===== config.mk =====
export PLATFORM = sky130hd
export DESIGN_NAME = sonet_tx_oh_inserter
export DESIGN_NICKNAME = d
export VERILOG_FILES = /design/src/rtl/sts_oh_pkg.sv /design/src/rtl/frame_tracker.sv /design/src/rtl/oh_insert.sv /design/src/rtl/tx_scrambler.sv /design/src/rtl/bip8_acc.sv /design/src/rtl/sonet_tx_oh_inserter.sv
export SDC_FILE = /design/constraint.sdc
export NUM_CORES = 1
export LEC_CHECK = 0
export BUFFER_PORTS_ARGS = -buffer_cell sky130_fd_sc_hd__buf_2
export CAP_MARGIN = 25
export CORE_MARGIN = 2
export CORE_UTILIZATION = 38
export CTS_CLUSTER_SIZE = 8
export DETAILED_ROUTE_END_ITERATION = 8
export GPL_ROUTABILITY_DRIVEN = 0
export PLACE_DENSITY_LB_ADDON = 0.12
export SETUP_SLACK_MARGIN = 0.05
export SKIP_CTS_REPAIR_TIMING = 1
export SLEW_MARGIN = 40
export SYNTH_ARGS = -nofsm -noshare
export SYNTH_HDL_FRONTEND = slang
export SYNTH_HIERARCHICAL = 1
export SYNTH_SLANG_ARGS = --single-unit

===== constraint.sdc =====
create_clock -name clk -period 5 [get_ports clk]
set_input_delay 1 -clock clk [delete_from_list [all_inputs] [get_ports clk]]
set_output_delay 1 -clock clk [all_outputs]
set_load 0.01 [all_outputs]

===== src/rtl/sts_oh_pkg.sv =====
`timescale 1ns/1ps
package sts_oh_pkg;

  localparam int BYTE_W = 8;
  localparam int SCR_W  = 7;

  localparam logic [BYTE_W-1:0] A1_BYTE  = 8'hF6;
  localparam logic [BYTE_W-1:0] A2_BYTE  = 8'h28;
  localparam logic [SCR_W-1:0]  SCR_SEED = 7'h7F;

  typedef struct packed {
    logic frm_ins;
    logic frm_err;
    logic b1_ins;
    logic b1_err;
    logic scr_on;
    logic thru;
  } stage_ctl_t;

  // Keystream byte for a given generator state, first bit in the MSB.
  function automatic logic [BYTE_W-1:0] scr_key(input logic [SCR_W-1:0] s);
    logic [SCR_W-1:0]  t;
    logic [BYTE_W-1:0] k;
    t = s;
    k = '0;
    for (int i = BYTE_W - 1; i >= 0; i--) begin
      k[i] = t[SCR_W-1];
      t    = {t[SCR_W-2:0], t[SCR_W-1] ^ t[SCR_W-2]};
    end
    return k;
  endfunction

  // Generator state after one byte of keystream.
  function automatic logic [SCR_W-1:0] scr_step(input logic [SCR_W-1:0] s);
    logic [SCR_W-1:0] t;
    t = s;
    for (int i = 0; i < BYTE_W; i++) begin
      t = {t[SCR_W-2:0], t[SCR_W-1] ^ t[SCR_W-2]};
    end
    return t;
  endfunction

endpackage


===== src/rtl/frame_tracker.sv =====
`timescale 1ns/1ps
module frame_tracker #(
  parameter int FRAME_LEN = 9720,
  parameter int POS_W     = $clog2(FRAME_LEN)
) (
  input  logic             clk,
  input  logic             rst,
  input  logic             adv,
  input  logic             fp,
  output logic [POS_W-1:0] cur_pos,
  output logic             locked,
  output logic             start,
  output logic             clean
);

  localparam logic [POS_W-1:0] LAST = POS_W'(FRAME_LEN - 1);

  logic [POS_W-1:0] cnt;
  logic             synced;

  // A pulse forces position 0; otherwise the free-running count applies.
  assign cur_pos = fp ? '0 : cnt;
  assign locked  = synced | fp;
  assign start   = locked & (cur_pos == '0);
  // A start is clean when the previous frame ran its full length.
  assign clean   = synced & (cnt == '0);

  always_ff @(posedge clk) begin
    if (rst) begin
      cnt    <= '0;
      synced <= 1'b0;
    end else if (adv) begin
      cnt <= (cur_pos == LAST) ? '0 : cur_pos + 1'b1;
      if (fp) synced <= 1'b1;
    end
  end

endmodule


===== src/rtl/oh_insert.sv =====
`timescale 1ns/1ps
module oh_insert
  import sts_oh_pkg::*;
#(
  parameter int POS_W  = 14,
  parameter int A_CNT  = 12,
  parameter int B1_POS = 1080
) (
  input  logic [POS_W-1:0]  cur_pos,
  input  logic              locked,
  input  stage_ctl_t        ctl,
  input  logic [BYTE_W-1:0] din,
  input  logic [BYTE_W-1:0] b1_val,
  output logic [BYTE_W-1:0] dout
);

  localparam logic [POS_W-1:0] A1_END = POS_W'(A_CNT);
  localparam logic [POS_W-1:0] A2_END = POS_W'(2 * A_CNT);
  localparam logic [POS_W-1:0] B1_P   = POS_W'(B1_POS);

  logic [BYTE_W-1:0] frm_mask;
  logic [BYTE_W-1:0] b1_mask;

  assign frm_mask = {{(BYTE_W-1){1'b0}}, ctl.frm_err};
  assign b1_mask  = {{(BYTE_W-1){1'b0}}, ctl.b1_err};

  always_comb begin
    dout = din;
    if (!ctl.thru && locked) begin
      if (ctl.frm_ins && cur_pos < A1_END) begin
        dout = A1_BYTE ^ frm_mask;
      end else if (ctl.frm_ins && cur_pos < A2_END) begin
        dout = A2_BYTE ^ frm_mask;
      end else if (ctl.b1_ins && cur_pos == B1_P) begin
        dout = b1_val ^ b1_mask;
      end
    end
  end

endmodule


===== src/rtl/tx_scrambler.sv =====
`timescale 1ns/1ps
module tx_scrambler
  import sts_oh_pkg::*;
#(
  parameter int POS_W     = 14,
  parameter int SCR_START = 36
) (
  input  logic              clk,
  input  logic              rst,
  input  logic              adv,
  input  logic [POS_W-1:0]  cur_pos,
  input  logic              locked,
  input  logic              enable,
  input  logic [BYTE_W-1:0] din,
  output logic [BYTE_W-1:0] dout
);

  localparam logic [POS_W-1:0] START_P = POS_W'(SCR_START);

  logic [SCR_W-1:0] lfsr;
  logic [SCR_W-1:0] state_now;
  logic             in_region;

  assign in_region = locked & (cur_pos >= START_P);
  assign state_now = (cur_pos == START_P) ? SCR_SEED : lfsr;
  assign dout      = (enable && in_region) ? (din ^ scr_key(state_now)) : din;

  // The generator runs by position whether or not scrambling is enabled.
  always_ff @(posedge clk) begin
    if (rst) begin
      lfsr <= SCR_SEED;
    end else if (adv && in_region) begin
      lfsr <= scr_step(state_now);
    end
  end

endmodule


===== src/rtl/bip8_acc.sv =====
`timescale 1ns/1ps
module bip8_acc
  import sts_oh_pkg::*;
(
  input  logic              clk,
  input  logic              rst,
  input  logic              adv,
  input  logic              start,
  input  logic              clean,
  input  logic [BYTE_W-1:0] din,
  output logic [BYTE_W-1:0] hold
);

  logic [BYTE_W-1:0] acc;

  always_ff @(posedge clk) begin
    if (rst) begin
      acc  <= '0;
      hold <= '0;
    end else if (adv) begin
      acc <= start ? din : (acc ^ din);
      if (start) hold <= clean ? acc : '0;
    end
  end

endmodule


===== src/rtl/sonet_tx_oh_inserter.sv =====
`timescale 1ns/1ps
module sonet_tx_oh_inserter
  import sts_oh_pkg::*;
#(
  parameter int STS_N     = 12,
  parameter int STS1_COLS = 90,
  parameter int ROWS      = 9,
  parameter int TOH_COLS  = 3
) (
  input  logic       clk,
  input  logic       rst,
  input  logic       in_valid,
  output logic       in_ready,
  input  logic [7:0] in_data,
  input  logic       in_par,
  input  logic       in_sof,
  output logic       out_valid,
  input  logic       out_ready,
  output logic [7:0] out_data,
  output logic       out_perr,
  input  logic       par_odd,
  input  logic       frm_ins,
  input  logic       frm_err,
  input  logic       b1_ins,
  input  logic       b1_err,
  input  logic       scr_on,
  input  logic       thru
);

  localparam int ROW_LEN   = STS1_COLS * STS_N;
  localparam int FRAME_LEN = ROW_LEN * ROWS;
  localparam int TOH_ROW   = TOH_COLS * STS_N;
  localparam int POS_W     = $clog2(FRAME_LEN);

  logic              adv;
  logic [POS_W-1:0]  cur_pos;
  logic              locked;
  logic              start;
  logic              clean;
  logic [BYTE_W-1:0] b1_val;
  logic [BYTE_W-1:0] ins_byte;
  logic [BYTE_W-1:0] scr_byte;
  logic              perr;
  stage_ctl_t        ctl;

  assign in_ready = ~out_valid | out_ready;
  assign adv      = in_valid & in_ready;
  assign perr     = (^{in_data, in_par}) ^ par_odd;

  assign ctl = '{frm_ins: frm_ins, frm_err: frm_err, b1_ins: b1_ins,
                 b1_err: b1_err, scr_on: scr_on, thru: thru};

  frame_tracker #(.FRAME_LEN(FRAME_LEN), .POS_W(POS_W)) u_trk (
    .clk(clk), .rst(rst), .adv(adv), .fp(in_sof),
    .cur_pos(cur_pos), .locked(locked), .start(start), .clean(clean)
  );

  oh_insert #(.POS_W(POS_W), .A_CNT(STS_N), .B1_POS(ROW_LEN)) u_ins (
    .cur_pos(cur_pos), .locked(locked), .ctl(ctl),
    .din(in_data), .b1_val(b1_val), .dout(ins_byte)
  );

  tx_scrambler #(.POS_W(POS_W), .SCR_START(TOH_ROW)) u_scr (
    .clk(clk), .rst(rst), .adv(adv), .cur_pos(cur_pos), .locked(locked),
    .enable(ctl.scr_on & ~ctl.thru), .din(ins_byte), .dout(scr_byte)
  );

  bip8_acc u_bip (
    .clk(clk), .rst(rst), .adv(adv), .start(start), .clean(clean),
    .din(scr_byte), .hold(b1_val)
  );

  always_ff @(posedge clk) begin
    if (rst) begin
      out_valid <= 1'b0;
      out_data  <= '0;
      out_perr  <= 1'b0;
    end else if (adv) begin
      out_valid <= 1'b1;
      out_data  <= scr_byte;
      out_perr  <= perr;
    end else if (out_ready) begin
      out_valid <= 1'b0;
    end
  end

endmodule


# Word level (Yosys, flattened, before mapping)
# Index checks and enable logic that the tools add are counted.
[word_totals]
out_inout_bits = 11
word_cells = 61
register_bits = 48
in_bits = 21
[classes]
n_mux = 12
n_eq_ne = 3
add_sub_neg = 1
reduce_logical = 13
order_cmp = 3
bitwise_logic = 21
[op_table]
columns = ["op", "n"]
rows = [
  ["8-bit 2-to-1 mux", 7],
  ["14-bit zero test", 2],
  ["14-bit 2-to-1 mux", 2],
  ["8-bit XOR", 2],
  ["14-bit by 1-bit adder with 14-bit output, second input constant", 1],
  ["14-bit by 11-bit == test with 1-bit output, second input constant", 1],
  ["14-bit == test, second input constant", 1],
  ["14-bit by 6-bit == test with 1-bit output, second input constant", 1],
  ["14-bit by 6-bit >= comparator with 1-bit output, second input constant", 1],
  ["14-bit by 4-bit < comparator with 1-bit output, second input constant", 1],
  ["14-bit by 5-bit < comparator with 1-bit output, second input constant", 1],
  ["9-bit XOR reduction", 1],
  ["1-bit XOR", 9],
  ["8-bit by 1-bit XOR with 8-bit output", 1],
  ["7-bit 2-to-1 mux", 1],
  ["1-bit logical AND", 6],
  ["1-bit AND", 5],
  ["2-bit AND reduction", 2],
  ["1-bit 2-to-1 mux", 2],
  ["1-bit inverter", 2],
  ["1-bit OR", 2],
  ["2-bit nonzero test", 1],
  ["1-bit zero test", 1],
]

# Longest topological paths before layout
# Gate-level depths: netlist of the first run.
[depth]
ltp_word = 11
mapped_depth = 13
depth_no_buf = 9

# By module
# Netlist of the first run, hierarchy kept.
[modules_own_cells]
columns = ["module", "cells_per_inst", "seq_area_each_um2", "instances", "area_per_inst_um2"]
rows = [
  ["frame_tracker", 125, 300.3, 1, 1027.2],
  ["bip8_acc", 89, 320.3, 1, 867.1],
  ["tx_scrambler", 60, 140.1, 1, 566.8],
  ["sonet_tx_oh_inserter", 52, 200.2, 1, 445.4],
  ["oh_insert", 34, 0.0, 1, 267.8],
]

# Worst setup path after synthesis of the first run
# Ideal clock, no wire load.
[synth_timing]
path_kind = "input to register"
start = "in in_sof"
end = "reg u_bip.acc[1]"
setup_time_ns = 0.088
slack_ns = 1.461
t_arrival_ns = 3.451
required_time_ns = 4.912
path_buffers = 3
cell_stages = 11
path_cell_list = "buf_4 clkbuf_1 clkbuf_1 nor2b_1 or4b_4 o22ai_4 a21boi_1 a211o_1 xnor2_1 nand2_1 o32ai_2"
[synth_via]
elab_chain_cells = 11
word_cells_on_any_way = 24
classes_between = "order compare (3); eq/ne (2); mux (8); bitwise (5); reduce/logical (6)"
[synth_rtl]
columns = ["element", "line", "source"]
rows = [
  ["start, declared", "sonet_tx_oh_inserter.sv:16", "input logic in_sof,"],
  ["14-bit 2-to-1 mux (*)", "frame_tracker.sv:22", "assign cur_pos = fp ? '0 : cnt;"],
  ["via cur_pos[2]", "sonet_tx_oh_inserter.sv:36", "logic [POS_W-1:0] cur_pos;"],
  ["parallel branches: the longest is 4 deep, another holds 14-bit by 5-bit < comparator with 1-bit output", "n/a", ""],
  ["8-bit 2-to-1 mux (*)", "oh_insert.sv:30", "if (ctl.frm_ins && cur_pos < A1_END) begin"],
  ["8-bit 2-to-1 mux (*)", "oh_insert.sv:29", "if (!ctl.thru && locked) begin"],
  ["via ins_byte[1]", "sonet_tx_oh_inserter.sv:41", "logic [BYTE_W-1:0] ins_byte;"],
  ["8-bit XOR", "tx_scrambler.sv:26", "assign dout = (enable && in_region) ? (din ^ scr_key(state_now)) : din;"],
  ["8-bit 2-to-1 mux (*)", "tx_scrambler.sv:26", ""],
  ["via scr_byte[1]", "sonet_tx_oh_inserter.sv:42", "logic [BYTE_W-1:0] scr_byte;"],
  ["8-bit XOR", "bip8_acc.sv:21", "acc <= start ? din : (acc ^ din);"],
  ["8-bit 2-to-1 mux (*)", "bip8_acc.sv:21", ""],
  ["end signal, assigned", "bip8_acc.sv:21", ""],
  ["end, declared", "bip8_acc.sv:14", "logic [BYTE_W-1:0] acc;"],
]
# Mark *: on every way through the listed nets, which the timed path passes.
# A chain may end at the register's enable or synchronous reset.

# Final worst setup path of the first run
[layout_timing]
start = "in in_sof"
end = "reg u_bip.acc[6]"
# The elaborated chain is that of the path after synthesis.

==> results of run 1 <==
[cells by family (layout without fill, tap and decap cells)]
logic type	count (synthesis)	count (layout)	synth area share
DFF	48	48	0.303
xor gates and xnor gates	25	25	0.0757
buffers and inverters	38	49	0.0706
muxes	3	3	0.00985
and+or+nand+nor	142	142	0.280
AOI/OAI and AO/OA	104	104	0.261
[power groups by stage]
stage          combinational (mW)  clock [mW]  sequential [mW]
6_report                    0.142       0.246            0.406
2_1_floorplan               0.108           0            0.414
4_1_cts                     0.144       0.256            0.406
3_5_place_dp                0.143           0            0.414
3_3_place_gp                0.142           0            0.414
5_1_grt                     0.156       0.269            0.408
[Yosys cell counts, drive strengths merged (2+ instances only)]
master / n / area share
nor2: 10 / 0.012
a21oi: 26 / 0.041
a2bb2oi: 3 / 0.0083
clkbuf: 8 / 0.0099
nand3: 5 / 0.0079
or2: 4 / 0.0079
a211oi: 3 / 0.0087
xnor2: 20 / 0.058
nor2b: 22 / 0.044
buf: 22 / 0.051
a41oi: 2 / 0.011
and4b: 4 / 0.014
o32ai: 8 / 0.039
o21ai: 11 / 0.017
o21a: 7 / 0.017
xor2: 4 / 0.011
a32o: 2 / 0.0063
nor3: 11 / 0.019
mux2i: 2 / 0.0063
dfxtp: 48 / 0.30
nand2: 31 / 0.037
a211o: 11 / 0.030
nor4b: 2 / 0.0075
nand4b: 3 / 0.0083
nand4: 16 / 0.034
inv: 8 / 0.0095
a21bo: 8 / 0.025
nand3b: 5 / 0.012
and2b: 2 / 0.0047
nor4: 6 / 0.023
and2: 2 / 0.0039
a21boi: 5 / 0.012
a31oi: 11 / 0.022
and4: 4 / 0.011
nand2b: 9 / 0.018
[flip-flops by register name (all words and copies together), names as in the netlist]
| register | flops |
|---|---|
| u_scr/lfsr | 7 |
| u_bip/acc | 8 |
| u_trk/synced | 1 |
| out_data | 8 |
| out_perr | 1 |
| u_bip/hold | 8 |
| u_trk/cnt | 14 |
| out_valid | 1 |
[cell usage in the layout (no fill, tap or decap), types with 6 or more instances in the layout]
cell type / netlist / final
o21a_1: 7 / 7
o32ai_2: 7 / 7
a21oi_1: 26 / 26
nor3_1: 10 / 10
buf_2: 9 / 31
nor2b_1: 21 / 21
a21bo_2: 8 / 8
nand4_1: 15 / 15
a31oi_1: 11 / 11
nand2b_1: 9 / 9
o21ai_0: 6 / 6
a211o_1: 11 / 11
dfxtp_1: 48 / 48
xnor2_1: 19 / 19
nand2_1: 31 / 31
nor2_1: 10 / 9
inv_1: 8 / 8
[metal layers]
layer | track usage | vias to the layer above | part of all wire
li1 | - | 1341 | -
met1 | 0.255 | 1273 | 0.49
met2 | 0.282 | 48 | 0.47
met3 | 0.0277 | 7 | 0.032
met4 | 0.0476 | 0 | 0.0095
met5 | 0 | - | 0
[final cells by class]
cell class,instances,area [µm²],share of cell area
multi-input combinational,274,1990,0.590
sequential,48,961,0.285
timing repair buffer,33,170,0.0504
tap,105,131,0.0389
clock buffer,5,68.8,0.0204
inverter,8,30.0,0.00889
clock inverter,3,23.8,0.00704
[critical path, stage by stage]
cell and delay (ps):
buf_2 360, and2b_1 300, or3b_2 540, o22ai_4 230, a21boi_0 140, a211o_1 260, xnor2_1 320, nand2_1 110
o32ai_2 250
[path summary, 6_finish.rpt]
kind	start	end	slack, ps	cells after the start
hold reg to reg	out_data[6]$_SDFFE_PP0P_	out_data[6]$_SDFFE_PP0P_	450	2
setup / recovery	in_sof	u_bip/acc[6]$_SDFFE_PP0P_	1710	9
hold / removal	out_data[6]$_SDFFE_PP0P_	out_data[6]$_SDFFE_PP0P_	450	2
setup reg to reg	u_trk/cnt[2]$_SDFFE_PP0P_	u_bip/acc[6]$_SDFFE_PP0P_	2280	7
==> flow_metrics.tcl, run 1 <==
set metrics [dict create \
    status "finished, final reports clean" \
    clk_latency_ps 310 \
    grt_max_degree 55 \
    power_frac_seq 0.511 \
    finalClockSkew_ps 14.9 \
    antenna_found_initial 0 \
    routed_wl_mm 7.72 \
    arrival_ps 3520 \
    first_global_vias 2473 \
    synth_area_mm2 0.00317 \
    ys_types 70 \
    cts.sinks 48 \
    synth_seq_cells 48 \
    hp-class "reg2reg" \
    synth-edff-count 0 \
    io-pin-count 32 \
    post_drt_via_cell_ratio 5.61 \
    synth_seq_area_share 0.303 \
    power.switching_uw 239 \
    dr.pass1.iters 4 \
    grt_usage 0.179 \
    grt_overflow 0 \
    start_kind "input pin" \
    antenna_left 0 \
    pwr-share-clk 0.309 \
    hpwl_mm 5.39 \
    internal_power_uw 555 \
    cts_tree "built" \
    power.share.combinational 0.179 \
    hold_ws_ps 453 \
    cts_buffers 5 \
    wl_per_cell_um 16.2 \
    fillers 870 \
    setup_ws_ps 1710 \
    initial_core_util 0.388 \
    maxSlewViolCount 0 \
    tightest_slew_ps 598 \
    irDropWorstVdd_mv 0.117 \
    pre_cts_ws_ps 1390 \
    rsz0062_at_grt "false" \
    synth_flop_cell "dfxtp_1" \
    htree_num_levels 2 \
    layout.cells.non_filler 476 \
    switching_share 0.301 \
    path_class "in2reg" \
    fin_tns_setup_ps 0 \
    hold_viol 0 \
    postSynthAreaPerCell_um2 8.82 \
    syn-num-nets 381 \
    die_area_mm2 0.00910 \
    path_clk_slew_ps 100 \
    initialDrtViolationCount 105 \
    grt_pass1_wl_mm 12.8 \
    core-area_mm2 0.00818 \
    die-height_um 95.4 \
    crit_required_ps 5240 \
    synth-warning-count 6 \
    p_leak_nw 1.20 \
    antenna-diode-count 0 \
    relSlewSlack 0.601 \
    syn_inst 360 \
    setup_viol 0 \
    cts_max_path_buffers 2 \
    utilization 0.413 \
    route.detailed.drc 0 \
    row_count 33 \
    power_density_mw_per_mm2 235 \
    cts-root-buf "clkbuf_8" \
    async_flop_share 0 \
    syn2layout_area_growth_pct 6.39 \
    fmax_mhz 304 \
    cp_max_fo 29 \
    fin_area_mm2 0.00338 \
    placed_cells 468 \
    finalCritPeriodShare 0.658 \
    max_cap_violations 0 \
    crit_path_end_kind "flip-flop" \
    place_area_mm2 0.00328 \
    port_buffers 31 \
    report.power.total_uw 793 \
    die_width_um 95.4 \
    drive_above_1_share 0.205 \
    nNetsFinal 391 \
    num_vias 2669 \
    min_period_ps 3290 \
]
Note: power is estimated with default switching activity, not from simulation.
==> inputs of run 2 (changes only) <==
==> constraint.sdc (replaced) <==
create_clock -name clk -period 2.94 [get_ports clk]
set_input_delay 0.588 -clock clk [delete_from_list [all_inputs] [get_ports clk]]
set_output_delay 0.588 -clock clk [all_outputs]
set_load 0.01 [all_outputs]
==> flow_metrics.tcl, run 2 (synthesized netlist as in run 1, its figures left out) <==
set metrics [dict create \
    status "finished, final reports clean" \
    cts_buffers 5 \
    routed_wl_mm 7.93 \
    die-height_um 95.4 \
    maxSlewViolCount 0 \
    syn2layout_area_growth_pct 13.9 \
    hold_ws_ps 458 \
    top_register "u_trk/cnt" \
    seq_area_um2 961 \
    clk_latency_ps 310 \
    antenna_left 0 \
    core-area_mm2 0.00818 \
    final_common_cell "dfxtp_1" \
    fmax_mhz 390 \
    grt_pass1_wl_mm 12.9 \
    min_from "out_data[4]$_SDFFE_PP0P_" \
    cts_tree "built" \
    report.power.total_mw 1.45 \
    p_leak_nw 1.37 \
    fillers 831 \
    start_kind "input pin" \
    rr_worst_depth 8 \
    crit_start "in_sof" \
    r2r_start "u_trk/cnt[5]$_SDFFE_PP0P_" \
    layout_common_cells "dfxtp_1 (48), nand2_1 (31), buf_2 (31)" \
    hold_path_end "out_data[4]$_SDFFE_PP0P_" \
    initial_core_util 0.388 \
    r2r_slack_ps 450 \
    die_area_mm2 0.00910 \
    first_global_vias 2470 \
    rsz0062_at_grt "false" \
    min_path_cells 2 \
    htree_num_levels 2 \
    wl_per_cell_um 15.8 \
    hold_viol 0 \
    post_drt_via_cell_ratio 5.46 \
    grt_max_degree 33 \
    cp_max_fo 9 \
    row_count 33 \
    min_period_ps 2570 \
    route.detailed.drc 0 \
    finalCritPeriodShare 0.873 \
    cts.sinks 48 \
    die_width_um 95.4 \
    initialDrtViolationCount 78 \
    nNetsFinal 417 \
    hp-class "reg2reg" \
    cts-root-buf "clkbuf_8" \
    antenna_found_initial 0 \
    fin_tns_setup_ps 0 \
    multi_input_area_mm2 0.00202 \
    arrival_ps 2790 \
    timing.rr.end "u_bip/acc[3]$_SDFFE_PP0P_" \
    relSlewSlack 0.613 \
    port_buffers 31 \
    path_class "in2reg" \
    drive_above_1_share 0.267 \
    utilization 0.442 \
    path_clk_slew_ps 90 \
    grt_usage 0.183 \
    cts_max_path_buffers 2 \
    finalClockSkew_ps 5.16 \
    hpwl_mm 5.95 \
    io-pin-count 32 \
    dr.pass1.iters 4 \
    num_vias 2743 \
    crit_path_end_kind "flip-flop" \
    crit_required_ps 3160 \
    antenna-diode-count 0 \
    largest_reg_flops 14 \
    tightest_slew_ps 581 \
    setup_viol 0 \
    irDropWorstVdd_mv 0.198 \
    power_density_mw_per_mm2 400 \
    max_cap_violations 0 \
    grt_overflow 0 \
]
[run 2: cell types whose count changed in the layout (fill, tap and decap cells not counted), sizes merged]
cell and delta:
buf +26, bufinv +1, clkinvlp -1
[run 2: power breakdown]
| part | internal (mW) | total [mW] | leakage, nW | switching (mW) |
|---|---|---|---|---|
| clock | 0.252 | 0.496 | 0.0541 | 0.244 |
| combinational | 0.118 | 0.262 | 0.922 | 0.144 |
| sequential | 0.673 | 0.687 | 0.391 | 0.0140 |
| total | 1.04 | 1.45 | 1.37 | 0.402 |
[run 2: worst max-delay path, stage by stage]
cell and delay [ps]:
buf_2 170, and2b_1 210, or4b_4 500, or2_1 270, nor2b_2 290, a211oi_1 140
xnor2_1 280, nand2_1 110, o32ai_2 240
[run 2: stage by stage]
stage / setup WS (ps) / area (µm²) / std cells
final: 373 / 3620 / 502
after global routing: 190 / 3620 / 502
after CTS: 395 / 3620 / 502
after detailed placement: 68.9 / 3500 / 494
after global placement: 122 / 3500 / 494
after floorplan: 54.4 / 3210 / 360
[run 2: worst max-delay path by stage]
stage / cells after the start / endpoint / slack, ps
6_report: 9 / u_bip/acc[3]$_SDFFE_PP0P_ / 370
5_1_grt: 9 / u_bip/acc[3]$_SDFFE_PP0P_ / 190
4_1_cts: 9 / u_bip/acc[3]$_SDFFE_PP0P_ / 390
3_5_place_dp: 9 / u_bip/acc[3]$_SDFFE_PP0P_ / 70
3_3_place_gp: 9 / u_bip/acc[3]$_SDFFE_PP0P_ / 120
2_1_floorplan: 13 / u_bip/acc[6]$_SDFFE_PP0P_ / 50
[run 2: layer usage]
layer | up-vias | global-route usage | routed length [µm]
met4 | 0 | 0.0440 | 91
li1 | 1390 | - | -
met1 | 1296 | 0.249 | 3810
met3 | 7 | 0.0308 | 268
met2 | 50 | 0.303 | 3760
met5 | - | 0 | 0
[run 2: layout make-up]
class                      instances  area share
multi-input combinational        274       0.558
clock buffer                       5      0.0190
inverter                           8     0.00830
sequential                        48       0.266
tap                              105      0.0363
clock inverter                     3      0.0118
timing repair buffer              59       0.101
==> inputs of run 3 (changes only) <==
--- a/config.mk
+++ b/config.mk
@@ -9,6 +9,7 @@
 export CAP_MARGIN = 25
 export CORE_MARGIN = 2
 export CORE_UTILIZATION = 38
+export CTS_BUF_LIST = sky130_fd_sc_hd__clkbuf_16
 export CTS_CLUSTER_SIZE = 8
 export DETAILED_ROUTE_END_ITERATION = 8
 export GPL_ROUTABILITY_DRIVEN = 0
==> constraint.sdc (replaced) <==
create_clock -name clk -period 2.94 [get_ports clk]
set_input_delay 0.588 -clock clk [delete_from_list [all_inputs] [get_ports clk]]
set_output_delay 0.588 -clock clk [all_outputs]
set_load 0.005 [all_outputs]
==> flow_metrics.tcl, run 3 (synthesized netlist as in run 1, its figures left out) <==
set metrics [dict create \
    top_register "u_trk/cnt" \
    syn2layout_area_growth_pct 15.7 \
    fin_area_mm2 0.00367 \
    path_class "in2reg" \
    wl_per_cell_um 15.9 \
    report.power.total_mw 1.60 \
    die-height_um 95.4 \
    route.detailed.drc 0 \
    cts_buffers 5 \
    rsz0062_at_grt "false" \
    row_count 33 \
    multi_input_area_mm2 0.00202 \
    port_buffers 31 \
    crit_path_end_kind "flip-flop" \
    clk_latency_ps 290 \
    finalCritPeriodShare 0.880 \
    core-area_mm2 0.00818 \
    crit_required_ps 3140 \
    post_drt_via_cell_ratio 5.44 \
    cts_max_path_buffers 2 \
    cp_max_fo 9 \
    hold_ws_ps 454 \
    hpwl_mm 5.95 \
    grt_usage 0.183 \
    layout_common_cells "dfxtp_1 (48), nand2_1 (31), buf_2 (31)" \
    fin_tns_setup_ps 0 \
    die_area_mm2 0.00910 \
    grt_pass1_wl_mm 12.9 \
    cts-root-buf "clkbuf_16" \
    gr-usage-met2 0.306 \
    cts_tree "built" \
    utilization 0.449 \
    hp-class "reg2reg" \
    drive_above_1_share 0.267 \
    first_global_vias 2484 \
    largest_reg_flops 14 \
    path_clk_slew_ps 70 \
    grtUsageMet1 0.247 \
    place_area_mm2 0.00350 \
    min_period_ps 2590 \
    tightest_slew_ps 572 \
    status "finished, final reports clean" \
    finalClockSkew_ps 2.72 \
    start_kind "input pin" \
    setup_viol 0 \
    p_leak_nw 1.39 \
    grt_overflow 0 \
    met3_usage 0.0261 \
    antenna_left 0 \
    maxSlewViolCount 0 \
    io-pin-count 32 \
    initial_core_util 0.388 \
    htree_num_levels 2 \
    final_common_cell "dfxtp_1" \
    antenna_found_initial 0 \
    relSlewSlack 0.617 \
    fmax_mhz 387 \
    arrival_ps 2790 \
    dr.pass1.iters 4 \
    hold_viol 0 \
    globalRoute.busiestLayer "met2" \
    fillers 815 \
    max_stage_delay_ps 500 \
    power_density_mw_per_mm2 436 \
    antenna-diode-count 0 \
    num_vias 2732 \
    max_cap_violations 0 \
    nNetsFinal 417 \
    routed_wl_mm 7.97 \
    die_width_um 95.4 \
    cp_slowest_cell "or4b_4" \
    initialDrtViolationCount 85 \
    seq_area_um2 961 \
    irDropWorstVdd_mv 0.244 \
    crit_chain "buf_2 -> and2b_1 -> or4b_4 -> or2_1 -> nor2b_2 -> a211oi_1 -> xnor2_1 -> nand2_1 -> o32ai_2" \
    grt_max_degree 33 \
    cts.sinks 48 \
]
-- run 3: cell types whose count changed in the layout (fill, tap and decap cells not counted) --
| cell | delta |
|---|---|
| clkbuf_16 | +5 |
| clkbuf_8 | -5 |
-- run 3: critical path: cells and delay by family --
| kind | cells | cell delay [ps] |
|---|---|---|
| buf+inv | 1 | 170 |
| xor+xnor | 1 | 290 |
| compound gates | 2 | 380 |
| simple gates | 5 | 1370 |
-- run 3: stage by stage --
step | setup slack [ps] | cells
2_1_floorplan | 54.4 | 360
3_3_place_gp | 122 | 494
3_5_place_dp | 68.9 | 494
4_1_cts | 370 | 502
5_1_grt | 158 | 502
6_report | 354 | 502
-- run 3: routing by layer --
layer | vias to the layer above | part of all wire
met2 | 38 | 0.48
met4 | 0 | 0.012
met3 | 7 | 0.029
met1 | 1294 | 0.48
met5 | - | 0
li1 | 1393 | -
-- run 3: layout make-up --
class	count	area share
multi-input combinational	274	0.549
sequential	48	0.262
tap	105	0.0358
clock inverter	3	0.0116
inverter	8	0.00818
timing repair buffer	59	0.0995
clock buffer	5	0.0341
-- run 3: worst paths after layout --
check,start,end,slack [ps],depth (start not counted)
setup / recovery,in_sof,u_bip/acc[3]$_SDFFE_PP0P_,350,9
hold reg to reg,out_data[4]$_SDFFE_PP0P_,out_data[4]$_SDFFE_PP0P_,450,2
hold / removal,out_data[4]$_SDFFE_PP0P_,out_data[4]$_SDFFE_PP0P_,450,2
setup reg to reg,u_trk/cnt[5]$_SDFFE_PP0P_,u_bip/acc[3]$_SDFFE_PP0P_,460,8
-- run 3: power breakdown --
| part | leakage [nW] | switching, mW | internal (mW) |
|---|---|---|---|
| clock | 0.0798 | 0.256 | 0.400 |
| combinational | 0.922 | 0.141 | 0.118 |
| sequential | 0.391 | 0.0140 | 0.673 |
| total | 1.39 | 0.410 | 1.19 |
